[src/rtl/pdmfe_pkg.sv]
`timescale 1ns/1ps
package pdmfe_pkg;
  localparam int unsigned LINES         = 2;
  localparam int unsigned CHANS         = 4;
  localparam int unsigned TAG_W         = $clog2(CHANS);
  localparam int unsigned LINE_SEL_BASE = 16;
  localparam int unsigned ROUTE_W       = LINE_SEL_BASE + 2 * CHANS;

  typedef struct packed {
    logic [LINES-1:0] fall;
    logic [LINES-1:0] rise;
  } slot_t;
endpackage

[src/rtl/pdmfe_clkgen.sv]
`timescale 1ns/1ps
module pdmfe_clkgen #(
  parameter int unsigned CLK_DIV = 16
) (
  input  logic clk,
  input  logic rst_n,
  output logic pdm_clk_o,
  output logic rise_evt_o,
  output logic fall_evt_o
);
  localparam int unsigned HALF  = CLK_DIV / 2;
  localparam int unsigned CNT_W = $clog2(CLK_DIV);

  logic [CNT_W-1:0] cnt_q, cnt_d;
  logic             clk_q, clk_d;
  logic             at_mid, at_end;

  always_comb begin
    at_mid = (cnt_q == CNT_W'(HALF - 1));
    at_end = (cnt_q == CNT_W'(CLK_DIV - 1));
    cnt_d  = at_end ? '0 : cnt_q + CNT_W'(1);
    clk_d  = clk_q;
    if (at_mid)      clk_d = 1'b1;
    else if (at_end) clk_d = 1'b0;
  end

  always_ff @(posedge clk or negedge rst_n) begin
    if (!rst_n) begin
      cnt_q <= '0;
      clk_q <= 1'b0;
    end else begin
      cnt_q <= cnt_d;
      clk_q <= clk_d;
    end
  end

  assign pdm_clk_o  = clk_q;
  assign rise_evt_o = at_mid;
  assign fall_evt_o = at_end;
endmodule

[src/rtl/pdmfe_capture.sv]
`timescale 1ns/1ps
module pdmfe_capture
  import pdmfe_pkg::*;
(
  input  logic             clk,
  input  logic             rst_n,
  input  logic             rise_evt_i,
  input  logic             fall_evt_i,
  input  logic [LINES-1:0] line_i,
  output slot_t            slot_o
);
  logic [LINES-1:0] rise_q, rise_d;
  logic [LINES-1:0] fall_q, fall_d;

  for (genvar l = 0; l < LINES; l++) begin : g_line
    always_comb begin
      rise_d[l] = rise_evt_i ? line_i[l] : rise_q[l];
      fall_d[l] = fall_evt_i ? line_i[l] : fall_q[l];
    end

    always_ff @(posedge clk or negedge rst_n) begin
      if (!rst_n) begin
        rise_q[l] <= 1'b0;
        fall_q[l] <= 1'b0;
      end else begin
        rise_q[l] <= rise_d[l];
        fall_q[l] <= fall_d[l];
      end
    end
  end

  assign slot_o.rise = rise_q;
  assign slot_o.fall = fall_q;
endmodule

[src/rtl/pdmfe_chan_out.sv]
`timescale 1ns/1ps
module pdmfe_chan_out
  import pdmfe_pkg::*;
(
  input  logic                   clk,
  input  logic                   rst_n,
  input  logic                   load_i,
  input  slot_t                  slot_i,
  input  logic [CHANS-1:0]       en_i,
  input  logic [ROUTE_W-1:0]     route_i,
  output logic [CHANS-1:0]       bit_o,
  output logic [CHANS-1:0]       vld_o,
  output logic [CHANS*TAG_W-1:0] tag_o
);
  logic [CHANS-1:0]       bit_q, bit_d;
  logic [CHANS-1:0]       vld_q, vld_d;
  logic [CHANS*TAG_W-1:0] tag_q, tag_d;
  logic                   unused_route_bits;

  assign unused_route_bits = ^route_i;

  for (genvar n = 0; n < CHANS; n++) begin : g_chan
    localparam int unsigned EDGE_IDX = 2 * n;
    localparam int unsigned LINE_IDX = LINE_SEL_BASE + 2 * n;
    logic edge_sel, line_sel, pick;

    always_comb begin
      edge_sel = route_i[EDGE_IDX];
      line_sel = route_i[LINE_IDX];
      pick     = edge_sel ? slot_i.fall[line_sel] : slot_i.rise[line_sel];
      vld_d[n] = load_i & en_i[n];
      bit_d[n] = vld_d[n] & pick;
      tag_d[n*TAG_W +: TAG_W] = vld_d[n] ? TAG_W'(n) : '0;
    end
  end

  always_ff @(posedge clk or negedge rst_n) begin
    if (!rst_n) begin
      bit_q <= '0;
      vld_q <= '0;
      tag_q <= '0;
    end else begin
      bit_q <= bit_d;
      vld_q <= vld_d;
      tag_q <= tag_d;
    end
  end

  assign bit_o = bit_q;
  assign vld_o = vld_q;
  assign tag_o = tag_q;
endmodule

[src/rtl/pdm_dual_edge_rx.sv]
`timescale 1ns/1ps
module pdm_dual_edge_rx
  import pdmfe_pkg::*;
#(
  parameter int unsigned CLK_DIV = 16
) (
  input  logic                   clk,
  input  logic                   rst_n,
  input  logic [LINES-1:0]       pdm_dat_i,
  input  logic [CHANS-1:0]       cfg_en_i,
  input  logic [ROUTE_W-1:0]     cfg_route_i,
  output logic                   pdm_clk_o,
  output logic [CHANS-1:0]       ch_bit_o,
  output logic [CHANS-1:0]       ch_vld_o,
  output logic [CHANS*TAG_W-1:0] ch_tag_o
);
  logic  rise_evt, fall_evt;
  slot_t slot;

  pdmfe_clkgen #(.CLK_DIV(CLK_DIV)) clkgen_i (
    .clk        (clk),
    .rst_n      (rst_n),
    .pdm_clk_o  (pdm_clk_o),
    .rise_evt_o (rise_evt),
    .fall_evt_o (fall_evt)
  );

  pdmfe_capture capture_i (
    .clk        (clk),
    .rst_n      (rst_n),
    .rise_evt_i (rise_evt),
    .fall_evt_i (fall_evt),
    .line_i     (pdm_dat_i),
    .slot_o     (slot)
  );

  pdmfe_chan_out chan_out_i (
    .clk     (clk),
    .rst_n   (rst_n),
    .load_i  (rise_evt),
    .slot_i  (slot),
    .en_i    (cfg_en_i),
    .route_i (cfg_route_i),
    .bit_o   (ch_bit_o),
    .vld_o   (ch_vld_o),
    .tag_o   (ch_tag_o)
  );
endmodule

[config.mk]
export PLATFORM = sky130hd
export DESIGN_NAME = pdm_dual_edge_rx
export DESIGN_NICKNAME = d
export VERILOG_FILES = /design/src/rtl/pdmfe_pkg.sv /design/src/rtl/pdmfe_clkgen.sv /design/src/rtl/pdmfe_capture.sv /design/src/rtl/pdmfe_chan_out.sv /design/src/rtl/pdm_dual_edge_rx.sv
export SDC_FILE = /design/constraint.sdc
export NUM_CORES = 1
export LEC_CHECK = 0
export ABC_CLOCK_PERIOD_IN_PS = 2630
export BUFFER_PORTS_ARGS = -buffer_cell sky130_fd_sc_hd__buf_4
export CAP_MARGIN = 20
export CORE_UTILIZATION = 25
export DETAILED_ROUTE_END_ITERATION = 6
export PLACE_DENSITY = 0.59
export SLEW_MARGIN = 20
export SYNTH_ARGS = -nofsm -noshare
export SYNTH_HDL_FRONTEND = slang
export SYNTH_SLANG_ARGS = --single-unit
[constraint.sdc]
create_clock -name clk -period 2.63 [get_ports clk]
set_input_delay 0 -clock clk [delete_from_list [all_inputs] [get_ports clk]]
set_output_delay 0 -clock clk [all_outputs]
set_load 0.1 [all_outputs]
==> qor.yml, run 1 <==
status:
  run_status: "finished, violations left"
  violations: "design-rule violations"
clocking:
  cts_tree: "done"
  clkLatencyLatePin_ps: 280
  post-cts-setup-buffers: 0
  clockBufferDepth: 2
  cts_sinks: 17
  cts_resized: 0
  cts-hold-fix-buffers: 7
  cts_made_buffers: 3
  path_clk_slew_ps: 100
  htree_levels: 1
  clock-root-buffer: "clkbuf_4"
logic_synthesis:
  syn_avg_cell_area_um2: 14.0
  synth_top_area_share_pct: 55.2
  synth-async-reset-ratio_pct: 100
  ys.warnings.count: 0
  ys_top_cells_by_area: "dfrtp_1 55%, mux4_2 12%, buf_4 7.8%, mux2_2 4.4%, and2_1 3.2%"
  synth_edf_count: 0
  netlist_top_cells_count: "17 x dfrtp_1, 8 x buf_4, 4 x and2_1, 4 x and3_1, 4 x mux4_2"
  synth_largest_area_cell: "dfrtp_1"
  syn_inst: 55
  ys.flop_type: "dfrtp_1"
  ys_seq_elements: 17
  ys_seq_area_share_pct: 55.2
  syn-cell-area_um2: 771
  yosysMostFrequentCell: "dfrtp_1"
  synthDistinctLibCells: 19
placed_design:
  dp_hpwl_um: 1020
  numPortBuffers: 28
  place.gp.congestion: 0.690
grt:
  grt_max_degree: 18
  grt_usage_pct: 9.25
  grt_pass1_wl_um: 2280
  grt_overflow: 0
  antenna_found_initial: 0
  first_global_vias: 539
timing:
  finalSetupTns_ps: 0
  post-route-min-period_ps: 1460
  grt_setup_unrepaired: "no"
  hold_slack_ps: 112
  setup_viol: 0
  max_freq_ghz: 0.683
  finalHoldViolations: 0
  fin_crit_sh_pct: 55.6
  finClkSkew_ps: 4.10
  finalMaxSlewViolations: 0
route:
  m1WireLength_um: 543
  via_per_inst: 4.44
  drt_iter0_markers: 11
  antenna_left: 0
  wl_per_cell_um: 11.2
  wirelength_um: 1330
  top_layer: "met3"
  dr_total_vias: 528
  wl_met3_um: 122
  drt_drc_violations_left: 7
  firstDrtPassIters: 6
  met2_length_um: 667
floorplanning:
  core_um2: 2830
  die_w_um: 57.5
  rows: 19
  ios: 49
  initial_core_util_pct: 27.2
  chipHeight_um: 57.5
  die_area_um2: 3310
critical_path:
  cp-end-kind: "flop"
  path_class: "reg -> reg"
  required_ps: 2800
  cp.arrival_ps: 1640
  start_kind: "flop"
  worstPathMaxFanout: 11
layout:
  fill_cells: 269
  diodes: 0
  drive_above_1_share_pct: 47.7
  area_delta_synth_final_pct: 37.2
  nets: 122
pwr:
  powerDensity_nw_per_um2: 448
  p_leak_uw: 0.000546
  vdd.ir_drop.worst_v: 0.000127
job:
  max_cap_viol_count: 0
min_path:
  hold_path.class: "in -> async"
[kinds of logic (layout without fill, tap and decap cells)]
| logic type | count (synthesis) | after routing | synth area share (%) |
|---|---|---|---|
| AOI/OAI and AO/OA | 5 | 5 | 3.73 |
| other | 1 | 4 | 0.487 |
| adders and majority gates | 1 | 1 | 1.62 |
| and+or+nand+nor | 12 | 12 | 10.1 |
| xor gates and xnor gates | 1 | 1 | 1.14 |
| DFF | 17 | 17 | 55.2 |
| buffers and inverters | 10 | 40 | 9.74 |
| muxes | 8 | 8 | 18.0 |
[layer usage]
metal,track usage (%),up-vias
met5,0,-
met4,4.18,0
met3,2.49,0
met2,15.8,25
met1,10.8,255
li1,-,248
[cell usage in the layout (no fill, tap or decap), types with 2 or more instances in the layout]
cell type and instances:
and2_1 4, mux4_2 4, and3_1 4, conb_1 4
buf_4 28, clkbuf_4 3, dlygate4sd3_1 7, dfrtp_1 17
nand3_1 2, o21ai_0 2, mux2_2 3
[worst paths after layout]
path                                        start  slack (ps)  cells after the start                  end
worst max register to register  clkgen_i.cnt_q[0]        1170                      4  capture_i.slot_o[0]
worst min-delay path                        rst_n         110                      2  chan_out_i.bit_o[0]
worst min register to register  clkgen_i.cnt_q[0]         480                      1    clkgen_i.cnt_q[0]
worst max-delay path            clkgen_i.cnt_q[0]        1170                      4  capture_i.slot_o[0]
max in group asynchronous                   rst_n        2330                      2  capture_i.slot_o[1]
min in group clk                   cfg_route_i[4]         120                      3  chan_out_i.bit_o[2]
[critical path, cell delays in order (launching register included)]
cell and delay, ps:
dfrtp_1 400, ha_1 280, nand2_2 110, nor2_4 210, mux2_2 360
[flip-flops by register name (all words and copies together), names as in the netlist]
| name | count |
|---|---|
| clkgen_i.cnt_q | 4 |
| capture_i.slot_o | 4 |
| chan_out_i.vld_o | 3 |
| chan_out_i.tag_o | 1 |
| chan_out_i.bit_o | 4 |
| clkgen_i.pdm_clk_o | 1 |
[per-stage QoR]
stage / power, uW / area (um^2) / std cells / worst slack, ps / util, %
after detailed placement: 337 / 960 / 108 / 1170 / 33.9
after floorplan: 315 / 782 / 58 / 1290 / -
after CTS: 485 / 1060 / 119 / 1150 / 37.4
after global routing: 497 / 1060 / 119 / 1040 / 37.4
after global placement: 336 / 960 / 108 / 1190 / 33.9
final: 473 / 1060 / 119 / 1170 / 37.4
[final cells by class]
type                       instances  area, um^2  area share [%]
clock buffer                       3        22.5            2.13
clock inverter                     1        5.00           0.473
inverter                           1        3.75           0.355
multi-input combinational         31         282            26.6
sequential                        17         425            40.2
tap                               31        38.8            3.67
timing repair buffer              35         280            26.5
[power by group]
group	leakage (uW)	switching, uW	internal [uW]
Clock	0.0000177	77.9	56.4
Combinational	0.000304	38.3	33.1
Sequential	0.000224	3.43	264
No activity file was read; power rests on OpenSTA's default activity.
==> run 2, diff against run 1 <==
Settings changed: ABC_AREA from default to 1, ABC_CLOCK_PERIOD_IN_PS 2630 to 1350, PLACE_DENSITY 0.59 to 0.58.
Clock period 2.63 ns to 1.35 ns, I/O delays scaled along.
==> qor.yml, run 2 <==
status:
  run_status: "finished, final reports clean"
logic_synthesis:
  ys.flop_type: "dfrtp_1"
  ys_seq_area_share_pct: 53.1  # -2.1 points
  synthDistinctLibCells: 13  # -6
  ys.warnings.count: 0  # unchanged
  syn_avg_cell_area_um2: 8.34  # -40%
  synth_largest_area_cell: "dfrtp_1"
  ys_top_cells_by_area: "dfrtp_1 53%, nand2_1 11%, inv_1 8.9%, buf_4 7.5%, nand3_1 6.3%"
  syn-cell-area_um2: 801  # +3.9%
  synth_edf_count: 0  # unchanged
  ys_seq_elements: 17  # unchanged
  synth_top_area_share_pct: 53.1  # -2.1 points
  syn_inst: 96  # +75%
  synth-async-reset-ratio_pct: 100  # unchanged
  yosysMostFrequentCell: "nand2_1"
  netlist_top_cells_count: "23 x nand2_1, 19 x inv_1, 17 x dfrtp_1"
timing:
  fin_crit_sh_pct: 87.7  # +32 points
  finalMaxSlewViolations: 0  # unchanged
  finalHoldViolations: 0  # unchanged
  finalSetupTns_ps: 0  # unchanged
  grt_setup_unrepaired: "no"
  setup_viol: 0  # unchanged
  max_freq_ghz: 0.844  # +24%
  post-route-min-period_ps: 1180  # -279 ps
  finClkSkew_ps: 5.66  # +1.56 ps
pwr:
  vdd.ir_drop.worst_v: 0.000202  # +59%
  powerDensity_nw_per_um2: 814  # +82%
  p_leak_uw: 0.000680  # +25%
floorplanning:
  die_area_um2: 3430  # +3.8%
  die_w_um: 58.6  # +1.9%
  initial_core_util_pct: 26.2  # -1.0 points
  rows: 20  # +1
  core_um2: 3050  # +7.9%
  chipHeight_um: 58.6  # +1.9%
  ios: 49  # unchanged
job:
  max_cap_viol_count: 0  # unchanged
layout:
  nets: 170  # +39%
  diodes: 0  # unchanged
  final_cell_mix: "28 x buf_4, 23 x nand2_1, 19 x inv_1"
  area_delta_synth_final_pct: 46.7
  finish.utilization_pct: 38.5  # +1.1 points
  drive_above_1_share_pct: 25.7  # -22 points
  final_common_cell: "buf_4"
min_path:
  hold_depth: 4
  hold_path.class: "in -> reg"
  min_from: "cfg_route_i[18]"
  min_to: "chan_out_i.bit_o[1]"
grt:
  antenna_found_initial: 0  # unchanged
  grt_max_degree: 18  # unchanged
  first_global_vias: 727  # +35%
  grt_pass1_wl_um: 2930  # +28%
  top_usage_layer: "met2"
  met3_usage_pct: 1.98  # -0.52 points
  use_met1_pct: 11.8  # +1.0 points
  grt_overflow: 0  # unchanged
  grt_usage_pct: 11.4  # +2.1 points
  use_met2_pct: 23.0  # +7.2 points
route:
  drt_drc_violations_left: 0  # -7
  dr_total_vias: 711  # +35%
  firstDrtPassIters: 4  # -2
  via_per_inst: 3.95  # -11%
  drt_iter0_markers: 48  # +37
  wirelength_um: 1760  # +32%
  antenna_left: 0  # unchanged
  wl_per_cell_um: 9.79  # -13%
clocking:
  cts_made_buffers: 3  # unchanged
  path_clk_slew_ps: 100  # about the same
  htree_levels: 1  # unchanged
  clock-root-buffer: "clkbuf_4"
  cts_sinks: 17  # unchanged
  clockBufferDepth: 2  # unchanged
  cts_tree: "done"
  clkLatencyLatePin_ps: 290  # about the same
critical_path:
  cp-end-kind: "flop"
  required_ps: 1570  # -1230 ps
  reg2reg_depth: 6  # +2
  path_class: "reg -> reg"
  worstPathMaxFanout: 6  # -5
  r2r_slack_ps: 170  # -1000 ps
  r2r-end: "capture_i.slot_o[3]"
  worstReg2RegStart: "clkgen_i.cnt_q[0]"
  cp.arrival_ps: 1400  # -240 ps
  start_kind: "flop"
placed_design:
  numPortBuffers: 28  # unchanged
  dp_hpwl_um: 1270  # +25%
  place.gp.congestion: 0.718  # +4.1%
## run 2: cell types whose count changed in the layout (fill, tap and decap cells not counted), sizes merged, moves of 4 or more
cell,delta
nor2,+4
and2,-4
nand2,+24
mux4,-4
a21oi,+5
nand3,+8
mux2,-4
dlygate4sd3,+6
inv,+18
and3,-4
## run 2: through the flow
stage	setup slack (ps)	total power, uW	cell area (um^2)	instances	hold slack, ps
floorplan	9.43	616	812	99	-296
global route	54.3	1010	1170	180	9.22
global placement	208	661	1020	163	-126
finish	166	956	1170	180	7.46
CTS	154	966	1170	180	1.13
detailed placement	185	664	1020	163	-122
## run 2: worst max-delay path: stages (launching register included)
cell and delay, ps:
dfrtp_1 410, ha_1 230, nand2_2 110, inv_1 80
nand2_2 120, nor2_1 50, a21oi_1 110
## run 2: timing repair
action	4_1_cts	5_1_grt
resized for setup	0	0
setup buffers	0	0
endpoints found under the hold margin	29	0
hold buffers	13	0
## run 2: kinds of logic (layout without fill, tap and decap cells)
kind of cell	count (synthesis)	in the layout	share of synthesized area (%)
AND/OR/NAND/NOR	40	40	21.9
flip-flops	17	17	53.1
AO/OA/AOI/OAI	10	10	6.56
buffers and inverters	27	64	16.4
other	1	4	0.468
adder cells (fa/ha/maj)	1	1	1.56
## run 2: cell type report
cell class	count	area [um^2]
tap	44	55.1
timing repair buffer	41	340
clock inverter	1	5.00
sequential	17	425
inverter	19	71.3
clock buffer	3	22.5
fill	316	1880
multi-input combinational	55	255
## run 2: how the worst max path moves through the flow
| stage | from | end | slack (ps) |
|---|---|---|---|
| floorplan | chan_out_i.tag_o[6] | ch_tag_o[7] | 9 |
| global placement | clkgen_i.cnt_q[0] | capture_i.slot_o[2] | 210 |
| detailed placement | clkgen_i.cnt_q[0] | capture_i.slot_o[3] | 190 |
| CTS | clkgen_i.cnt_q[0] | capture_i.slot_o[3] | 150 |
| global route | clkgen_i.cnt_q[0] | capture_i.slot_o[2] | 50 |
| finish | clkgen_i.cnt_q[0] | capture_i.slot_o[3] | 170 |
## run 2: routing by layer
metal  vias to the layer above  part of all wire, %
li1                        359                    -
met1                       328                   42
met2                        24                   52
met3                         0                  5.3
met4                         0                    0
met5                         -                    0
## run 2: power by group
group          internal (uW)  total, uW  leakage [uW]  switching (uW)
Clock                    110        273     0.0000177             163
Sequential               515        516      0.000224            1.36
Combinational           66.4        167      0.000438             101
Total                    691        956      0.000680             265
==> run 3, diff against run 2 <==
Settings changed: SETUP_SLACK_MARGIN from default to 0.5, SLEW_MARGIN 20 to 30.
==> qor.yml, run 3 (same netlist as run 2, synthesis figures left out) <==
timing:
  finalMaxSlewViolations: 0  # unchanged
  post-route-min-period_ps: 1130  # -51.5 ps
  finClkSkew_ps: 5.51  # -0.151 ps
  fin_crit_sh_pct: 83.9  # -3.8 points
  max_freq_ghz: 0.883  # +4.5%
  finalHoldViolations: 0  # unchanged
  setup_viol: 0  # unchanged
  grt_setup_unrepaired: "yes"
  finalSetupTns_ps: 0  # unchanged
  hold_slack_ps: 29.3  # +21.9 ps
route:
  drt_drc_violations_left: 0  # unchanged
  via_per_inst: 4.07  # +3.0%
  firstDrtPassIters: 4  # unchanged
  drt_iter0_markers: 13  # -73%
  antenna_left: 0  # unchanged
  wl_per_cell_um: 11.1  # +13%
  dr_total_vias: 757  # +6.5%
  wirelength_um: 2060  # +17%
layout:
  final_area_um2: 1440  # +23%
  drive_above_1_share_pct: 41.5  # +16 points
  nets: 176  # +3.5%
  final_common_cell: "buf_4"
  area_delta_synth_final_pct: 79.8
  stdcell_count: 186  # +3.3%
  final_cell_mix: "20 x buf_4, 19 x nand2_1, 18 x inv_1"
  finish.utilization_pct: 47.2  # +8.7 points
  diodes: 0  # unchanged
placed_design:
  post-place-cells: 163  # unchanged
  numPortBuffers: 28  # unchanged
  place.gp.congestion: 0.763  # +6.2%
  dp_hpwl_um: 1300  # +2.6%
  placed_area_um2: 1040  # +2.6%
min_path:
  min_from: "cfg_route_i[22]"
  hold_depth: 4  # unchanged
  hold_path.class: "in -> reg"
  min_to: "chan_out_i.bit_o[3]"
grt:
  grt_usage_pct: 13.2  # +1.8 points
  grt_overflow: 0  # unchanged
  first_global_vias: 792  # +8.9%
  grt_max_degree: 18  # unchanged
  antenna_found_initial: 0  # unchanged
  grt_pass1_wl_um: 3360  # +15%
clocking:
  path_clk_slew_ps: 90  # about the same
  cts_made_buffers: 3  # unchanged
  cts_tree: "done"
  clkLatencyLatePin_ps: 290  # about the same
  htree_levels: 1  # unchanged
  clockBufferDepth: 2  # unchanged
  cts_sinks: 17  # unchanged
  clock-root-buffer: "clkbuf_4"
job:
  max_cap_viol_count: 0  # unchanged
floorplanning:
  initial_core_util_pct: 26.2  # unchanged
  die_w_um: 58.6  # unchanged
  core_um2: 3050  # unchanged
  chipHeight_um: 58.6  # unchanged
  die_area_um2: 3430  # unchanged
  rows: 20  # unchanged
  ios: 49  # unchanged
pwr:
  vdd.ir_drop.worst_v: 0.000269  # +33%
  powerDensity_nw_per_um2: 673  # -17%
  p_leak_uw: 0.000757  # +11%
critical_path:
  reg2reg_depth: 5  # -1
  cp.arrival_ps: 1360  # -40 ps
  worstPathMaxFanout: 8  # +2
  path_class: "reg -> reg"
  r2r_slack_ps: 220  # +50 ps
  r2r-end: "chan_out_i.bit_o[3]"
  start_kind: "flop"
  worstReg2RegStart: "clkgen_i.cnt_q[0]"
  cp-end-kind: "flop"
  required_ps: 1580  # about the same
status:
  run_status: "finished, final reports clean"
==> run 3: critical path: stages (launching register included) <==
cell and delay (ps):
dfrtp_1 420, ha_4 170, nand2_4 60, nor2_4 220, nand2_2 100, a21oi_2 100
==> run 3: what timing repair did <==
| action | CTS | global route |
|---|---|---|
| pin swaps | 5 | 5 |
| setup buffers | 3 | 2 |
| hold buffers | 14 | 0 |
| hold endpoints to repair | 28 | 0 |
| gates cloned | 0 | 0 |
| setup endpoints to repair | 29 | 29 |
| gates resized for setup | 36 | 12 |
==> run 3: area by class of cell <==
| type | instances | area [um^2] |
|---|---|---|
| Tap cell | 44 | 55.1 |
| Sequential cell | 17 | 439 |
| Inverter | 19 | 71.3 |
| Fill cell | 283 | 1610 |
| Timing Repair Buffer | 47 | 522 |
| Multi-Input combinational cell | 55 | 327 |
| Clock buffer | 4 | 26.3 |
==> run 3: report_power, final <==
group / total [uW] / leakage [uW] / internal [uW] / switching (uW)
registers: 516 / 0.000215 / 515 / 1.50
logic: 178 / 0.000528 / 69.2 / 109
clock network: 275 / 0.0000150 / 115 / 160
total: 969 / 0.000757 / 699 / 271
==> run 3: routing by layer <==
metal  wire length [um]  GRT usage [%]  vias up
li1                   -              -      371
met1                791           14.3      354
met5                  0              0        -
met2               1130           25.5       29
met3                122           2.64        3
met4                 21           4.08        0
==> run 3: stage by stage <==
| step | setup WS [ps] | power (uW) |
|---|---|---|
| 2_1_floorplan | 357 | 616 |
| 3_3_place_gp | 231 | 661 |
| 3_5_place_dp | 203 | 664 |
| 4_1_cts | 215 | 973 |
| 5_1_grt | 168 | 1020 |
| 6_report | 217 | 969 |
==> run 3: worst max path at each step <==
| stage | from | end | slack (ps) |
|---|---|---|---|
| after global routing | clkgen_i.cnt_q[0] | chan_out_i.bit_o[3] | 170 |
| final | clkgen_i.cnt_q[0] | chan_out_i.bit_o[3] | 220 |
| after CTS | clkgen_i.cnt_q[0] | chan_out_i.bit_o[3] | 220 |
| after global placement | clkgen_i.cnt_q[0] | chan_out_i.bit_o[2] | 230 |
| after floorplan | clkgen_i.cnt_q[0] | chan_out_i.bit_o[0] | 360 |
| after detailed placement | clkgen_i.cnt_q[0] | chan_out_i.bit_o[3] | 200 |
